--- src/rtl/xlat_walker.sv ---
`timescale 1ns/1ps
module xlat_walker (
  input  logic        clk,
  input  logic        rst_n,
  input  logic        req_valid,
  output logic        req_ready,
  input  logic [31:0] req_vaddr,
  input  logic [31:0] req_tbase,
  input  logic        req_tiny_en,
  output logic        mem_req,
  output logic [31:0] mem_addr,
  input  logic        mem_rvalid,
  input  logic [31:0] mem_rdata,
  output logic        busy,
  output logic        done,
  output logic        fault,
  output logic [31:0] paddr,
  output logic [1:0]  ptype,
  output logic [1:0]  cb,
  output logic [3:0]  domain,
  output logic [7:0]  perm
);

  typedef enum logic [2:0] {S_IDLE, S_RD1, S_WT1, S_RD2, S_WT2, S_FIN} st_t;

  st_t         state;
  logic [31:0] va_q, tb_q, d1_q;
  logic        tiny_q;

  logic        l1_hit, l2_hit, finish, descend;
  logic        nx_fault;
  logic [31:0] nx_pa;
  logic [1:0]  nx_type, nx_cb;
  logic [3:0]  nx_dom;
  logic [7:0]  nx_ap;
  logic [31:0] l1_addr, l2_addr;

  assign req_ready = (state == S_IDLE);
  assign busy      = (state != S_IDLE);
  assign done      = (state == S_FIN);
  assign mem_req   = (state == S_RD1) || (state == S_RD2);

  assign l1_addr  = {tb_q[31:14], va_q[31:20], 2'b00};
  assign l2_addr  = (d1_q[1:0] == 2'b01) ? {d1_q[31:10], va_q[19:12], 2'b00}
                                         : {d1_q[31:12], va_q[19:10], 2'b00};
  assign mem_addr = (state == S_RD1) ? l1_addr :
                    (state == S_RD2) ? l2_addr : 32'd0;

  assign l1_hit = (state == S_WT1) && mem_rvalid;
  assign l2_hit = (state == S_WT2) && mem_rvalid;

  always_comb begin
    finish   = 1'b0;
    descend  = 1'b0;
    nx_fault = 1'b0;
    nx_pa    = 32'd0;
    nx_type  = 2'd0;
    nx_cb    = 2'd0;
    nx_dom   = 4'd0;
    nx_ap    = 8'd0;
    if (l1_hit) begin
      unique case (mem_rdata[1:0])
        2'b10: begin
          finish  = 1'b1;
          nx_pa   = {mem_rdata[31:20], va_q[19:0]};
          nx_type = 2'd0;
          nx_cb   = mem_rdata[3:2];
          nx_dom  = mem_rdata[8:5];
          nx_ap   = {6'd0, mem_rdata[11:10]};
        end
        2'b01:   descend = 1'b1;
        2'b11: begin
          descend  = tiny_q;
          finish   = !tiny_q;
          nx_fault = !tiny_q;
        end
        default: begin
          finish   = 1'b1;
          nx_fault = 1'b1;
        end
      endcase
    end else if (l2_hit) begin
      finish = 1'b1;
      if (mem_rdata[1:0] == 2'b00) begin
        nx_fault = 1'b1;
      end else begin
        nx_type = mem_rdata[1:0] - 2'd1 + 2'd1;
        nx_cb   = mem_rdata[3:2];
        nx_dom  = d1_q[8:5];
        unique case (mem_rdata[1:0])
          2'b01: begin
            nx_type = 2'd1;
            nx_pa   = {mem_rdata[31:16], va_q[15:0]};
            nx_ap   = mem_rdata[11:4];
          end
          2'b10: begin
            nx_type = 2'd2;
            nx_pa   = {mem_rdata[31:12], va_q[11:0]};
            nx_ap   = mem_rdata[11:4];
          end
          default: begin
            nx_type = 2'd3;
            nx_pa   = {mem_rdata[31:10], va_q[9:0]};
            nx_ap   = {6'd0, mem_rdata[5:4]};
          end
        endcase
      end
    end
  end

  always_ff @(posedge clk or negedge rst_n) begin
    if (!rst_n) begin
      state  <= S_IDLE;
      va_q   <= 32'd0;
      tb_q   <= 32'd0;
      d1_q   <= 32'd0;
      tiny_q <= 1'b0;
      fault  <= 1'b0;
      paddr  <= 32'd0;
      ptype  <= 2'd0;
      cb     <= 2'd0;
      domain <= 4'd0;
      perm   <= 8'd0;
    end else begin
      if (finish) begin
        fault  <= nx_fault;
        paddr  <= nx_pa;
        ptype  <= nx_type;
        cb     <= nx_cb;
        domain <= nx_dom;
        perm   <= nx_ap;
      end
      if (l1_hit) d1_q <= mem_rdata;
      unique case (state)
        S_IDLE: if (req_valid) begin
          va_q   <= req_vaddr;
          tb_q   <= req_tbase;
          tiny_q <= req_tiny_en;
          state  <= S_RD1;
        end
        S_RD1:  state <= S_WT1;
        S_WT1:  if (finish) state <= S_FIN; else if (descend) state <= S_RD2;
        S_RD2:  state <= S_WT2;
        S_WT2:  if (finish) state <= S_FIN;
        default: state <= S_IDLE;
      endcase
    end
  end

endmodule

--- config.mk ---
export PLATFORM = sky130hd
export DESIGN_NAME = xlat_walker
export DESIGN_NICKNAME = d
export VERILOG_FILES = /design/src/rtl/xlat_walker.sv
export SDC_FILE = /design/constraint.sdc
export NUM_CORES = 1
export LEC_CHECK = 0
export BUFFER_PORTS_ARGS = -buffer_cell sky130_fd_sc_hd__buf_4
export CAP_MARGIN = 5
export CORE_MARGIN = 3
export CORE_UTILIZATION = 40
export DETAILED_ROUTE_END_ITERATION = 10
export PLACE_DENSITY = 0.73
export SKIP_CTS_REPAIR_TIMING = 1
export SYNTH_ARGS = -nofsm -noshare
export SYNTH_HDL_FRONTEND = slang
export SYNTH_SLANG_ARGS = --single-unit
--- constraint.sdc ---
create_clock -name clk -period 1.6 [get_ports clk]
set_input_delay 0.08 -clock clk [delete_from_list [all_inputs] [get_ports clk]]
set_output_delay 0.08 -clock clk [all_outputs]
set_load 0.03 [all_outputs]
After elaboration in Yosys (flattened, before gate mapping)
Cells that the tools add are included.
{"block": "word_totals", "ff_bits": 149, "input_bits": 101, "output_inout_bits": 85, "elab_cells": 72}
{"block": "op_classes", "n_eq_ne": 12, "muxes": 39, "n_reduce_logical": 10}
{"op": "$mux 32", "n": 6}
{"op": "$mux 8", "n": 4}
{"op": "$pmux 16 s2", "n": 1}
{"op": "$mux 2", "n": 8}
{"op": "$mux 4", "n": 4}
{"op": "$pmux 3 s5", "n": 1}
{"op": "$mux 12", "n": 1}
{"op": "$mux 3", "n": 4}
{"op": "$eq 3x2->1 const B", "n": 2}
{"op": "$eq 3x3->1 const B", "n": 2}
{"op": "$mux 1", "n": 6}
{"op": "$pmux 1 s2", "n": 3}
{"op": "$eq 2x1->1 const B", "n": 2}
{"op": "$eq 2x2->1 const B", "n": 2}
{"op": "$ne 2x2->1 const B", "n": 2}
{"op": "$pmux 2 s2", "n": 1}
{"op": "$eq 3x1->1 const B", "n": 1}
{"op": "$logic_not 3->1", "n": 1}
{"op": "$ne 3x3->1 const B", "n": 1}
{"op": "$reduce_and 3->1", "n": 1}
{"op": "$reduce_bool 3->1", "n": 1}
{"op": "$logic_and 1x1->1", "n": 2}
{"op": "$logic_not 2->1", "n": 1}
{"op": "$reduce_and 2->1", "n": 1}
{"op": "other kinds (3)", "n": 3}

Longest topological paths before layout
{"block": "depth", "depth_word": 6, "mapped_depth": 8, "mapped_depth_nobuf": 6}

Least setup slack after synthesis
OpenSTA, ideal clock, no wires.
{"block": "synth_path", "path_type": "flip-flop to flip-flop", "start": "register state[1]", "end": "register tb_q[14]", "setup_ns": 0.125, "arrival_time_ns": 1.725, "required_time_ns": 1.475, "path_slack_ns": -0.250, "path_stages_with_launch": 9, "path_buffers": 3, "synth_period_minus_slack_ns": 1.850, "path_cell_list": "dfrtp_1 buf_6 nor2_1 nand2_2 inv_2 and2_1 buf_4 buf_6 mux2_4"}
{"block": "synth_between", "elab_chain_cells": 2}
{"item": "from (decl)", "line": "26", "rtl": "st_t state;"}
{"item": "from (signal assigned)", "line": "113", "rtl": "state <= S_IDLE;"}
{"item": "from (signal assigned)", "line": "139", "rtl": "state <= S_RD1;"}
{"item": "from (signal assigned)", "line": "141", "rtl": "S_RD1: state <= S_WT1;"}
{"item": "$logic_not 3->1"}
{"item": "via req_ready", "line": "6", "rtl": "output logic req_ready,"}
{"item": "$reduce_and 2->1 (no source line)"}
{"item": "to (signal assigned)", "line": "137", "rtl": "tb_q <= req_tbase;"}
{"item": "to (decl)", "line": "27", "rtl": "logic [31:0] va_q, tb_q, d1_q;"}
The timed path passes the listed nets, and every way through them passes these cells.
A chain may end at the register's enable or synchronous reset.

Worst setup path in the final report
{"block": "layout_path", "start": "register state[1]", "end": "register paddr[26]"}
{"block": "layout_between", "elab_chain_cells": 4, "word_cells_on_any_way": 8, "cone_classes": "eq/ne (2); mux (4); reduce/logical (2)"}
{"item": "$eq 3x3->1", "line": "50", "rtl": "assign l2_hit = (state == S_WT2) && mem_rvalid;"}
{"item": "$logic_and 1x1->1", "line": "50"}
{"item": "$mux 32 or $mux 1 (tied branches)", "line": "82", "rtl": "end else if (l2_hit) begin"}
{"item": "$mux 32 or $mux 1 (tied branches)", "line": "61", "rtl": "if (l1_hit) begin"}
{"item": "to (signal assigned)", "line": "127", "rtl": "paddr <= nx_pa;"}
{"item": "to (decl)", "line": "17", "rtl": "output logic [31:0] paddr,"}
Parallel ways exist; a longest one is shown, timed or not.

==> summary.txt <==
Pwr
  • Maximum VDD drop: 1.20 mV
  • P_leak: slightly below 5 nW
  • Pwr/cell area: slightly below 2000 nW/um^2
  • Total power: ~0.02 W

Logic synthesis
  • Top post-synthesis cells by count: 131 x dfrtp_1, 50 x mux2_4, 32 x mux2i_1, 32 x nor2_1, 30 x a22o_1
  • Synth unique cells: 35
  • Mapped Cells: 448
  • Post-synth ARST share: 100%
  • Post-synthesis sequential area ratio: a little over half
  • Largest cells by area after synthesis: dfrtp_1 55%, mux2_4 13%, mux2_1 5.4%, mux2i_1 5.3%, a22o_1 4.4%
  • Post-Syn Area: between 6000 and 7000 um^2
  • Synth Register Bits: approximately 130
  • EDFF count, synth: 0
  • Mean Syn Cell Area: between 10 and 15 um^2
  • Yosys warning count: 0
  • Cell with the most instances after synthesis: dfrtp_1
  • Cell taking the most area after synthesis: dfrtp_1
  • Synth Flop Type: dfrtp_1
  • Post-synth top area share: 54.6%

Job
  • Max_cap viols: 0

Setup path
  • Crit Path Max Fanout: 12
  • Setup CP Type: reg -> reg
  • Reg-to-reg startpoint: state[1]
  • Slowest cell on the critical path: dfrtp_2
  • R2R setup slack: -220 ps
  • Buf/Inv on CP: 1
  • Worst r2r dst: paddr[26]
  • Crit path launch type: register
  • Critical Path AT: roughly 2200 ps
  • Worst Path Required: roughly 1900 ps
  • CP endpoint kind: register
  • Critical path's largest stage delay: approximately 440 ps
  • Reg2reg path depth: 5
  • Cell family with most CP delay: simple AND/OR/NAND/NOR gates
  • CP Cell Sequence: buf_6 -> or3b_4 -> nor2_4 -> a21o_4 -> a22o_1

Finish
  • Layout Area Growth over Synthesis: 70.1%
  • Final Instance Area: between 10,000 and 15,000 um^2
  • Layout cells sized above 1: 53.1%
  • Nets: around 860
  • Antenna diodes: 0

Min path
  • Hold path endpoint: state[0]
  • Worst Min Path Start: mem_rvalid
  • Hold Crit Depth: 3
  • Hold Crit Class: in -> reg

Die
  • Die Ht: 129 um
  • Die X-Extent: 129 um
  • Core ar.: 14,600 um^2
  • Die area: approximately 17,000 um^2
  • I/O pins: 186
  • Cell row count: 44
  • Initial core utilization: between 40% and 50%

STA
  • Worst hold margin: -11.5 ps
  • Final min period: ~1800 ps
  • Setup TNS: -14,940 ps
  • Fmax: around 0.55 GHz
  • Setup Skew: 8.57 ps
  • Final setup fails: 144
  • Final worst setup slack: -217 ps
  • RSZ-0062 raised after global routing: yes
  • Final Hold Viols: 1
  • Part of the cycle the worst path needs: 114%
  • Final Slew Violations: 0

Detailed routing
  • Via count: approximately 5,000
  • First DRT Iteration DRCs: 298
  • Final wirelength: 21,100 um
  • Drt drc: 0
  • Via density: roughly 5.3
  • Antenna-violating nets left: 0
  • 1st-pass router iterations: 5
  • Drt wl/cell: around 22 um

Global route
  • Initial antenna violation count: 0
  • GRT overflow: 0
  • GRT Resource Usage Total: 18.8%
  • Largest net degree at the start of global routing: 38
  • First-pass GRT wire length: ~24,000 um
  • Vias in the first global route: about 4,600

Status
  • Outcome: complete, but fails checks
  • Failing checks: negative hold slack, negative setup slack

CTS
  • H-tree depth: 4
  • CTS Buffer Depth: 2
  • Clk Latency, worst-skew pair: approximately 420 ps
  • Root Driver: clkbuf_16
  • TritonCTS Buffers: 17
  • CTS Sinks: roughly 130
  • Worst-path clk slew: 60 ps
  • CTS tree: built

Placement
  • Dpl cell area: approximately 7600 um^2
  • Port bufs: between 150 and 200
  • Routability Congestion: 0.829
  • Post-detail-place hpwl: 10,900 um
[how the worst max path moves through the flow]
| stage | slack (ps) | cells after the start | to | startpoint |
|---|---|---|---|---|
| after floorplan | -90 | 4 | mem_addr[4] | state[1] |
| after global placement | 30 | 6 | va_q[2] | state[1] |
| after detailed placement | -2 | 5 | paddr[15] | state[1] |
| after CTS | -320 | 4 | mem_addr[31] | state[1] |
| after global routing | -230 | 5 | mem_addr[21] | state[1] |
| final | -220 | 5 | paddr[26] | state[1] |
[per-stage QoR]
stage / instances / hold WS, ps / util (%) / worst slack [ps]
after detailed placement: 798 / 0.295 / 52.4 / -2.20
after floorplan: 449 / -216 / - / -93.5
after global placement: 798 / -2.73 / 52.4 / 25.0
after global routing: 953 / 13.4 / 70.0 / -234
after CTS: 829 / -448 / 56.1 / -318
final: 953 / -11.5 / 70.0 / -217
[flip-flops by register name (all words and copies together), names as in the netlist]
register	count
domain	4
cb	2
d1_q	28
ptype	2
perm	8
va_q	32
tb_q	18
fault	1
state	3
paddr	32
tiny_q	1
[report_power, final]
group	internal [W]	total, W	switching [W]
combinational	0.00554	0.0105	0.00499
clock	0.00224	0.00362	0.00137
sequential	0.00482	0.00601	0.00119
total	0.0126	0.0201	0.00755
[logic make-up (layout without fill, tap and decap cells)]
kind of cell	count (synthesis)	count (layout)	synth area share, %
buf+inv	46	364	4.83
other cells	1	2	0.0624
flops	131	131	54.6
fa+ha+maj	6	6	1.25
compound gates	89	91	11.0
mux	111	111	23.3
simple gates	64	64	5.00
[metal layers]
layer / vias up / global-route usage (%) / share of wire [%]
met1: 2574 / 24.6 / 40
met4: 0 / 5.06 / 2.2
met2: 223 / 30.0 / 50
met5: - / 0 / 0
li1: 2240 / - / -
met3: 41 / 6.48 / 6.9
[final cells by class]
| type | instances | area (um^2) |
|---|---|---|
| fillers | 926 | 4380 |
| repair buffers | 320 | 3190 |
| well taps | 184 | 230 |
| clock inverters | 5 | 52.6 |
| flip-flops and latches | 131 | 3280 |
| clock buffers | 26 | 489 |
| multi-input cells | 274 | 2910 |
| inverters | 13 | 53.8 |
[tightest hold or removal path: stages]
cell     delay (ps)
buf_4           140
o21ai_0          70
a21oi_1          60
[layout by cell type (no fill, tap or decap), types with 4 or more instances in the layout]
| master | count |
|---|---|
| buf_4 | 175 |
| dfrtp_1 | 128 |
| dlygate4sd3_1 | 85 |
| mux2_4 | 76 |
| a22o_1 | 30 |
| clkbuf_16 | 30 |
| buf_6 | 27 |
| mux2i_1 | 21 |
| nand2_1 | 17 |
| buf_12 | 15 |
| nor2_1 | 13 |
| o21ai_1 | 13 |
| inv_1 | 11 |
| nor2_2 | 11 |
| a211oi_2 | 10 |
| nor2_4 | 9 |
| mux2i_2 | 7 |
| a22oi_2 | 7 |
| a21oi_1 | 6 |
| ha_1 | 6 |
| clkbuf_1 | 6 |
| a22oi_1 | 5 |
| mux2i_4 | 4 |
Power figures use the tool's default switching activity.
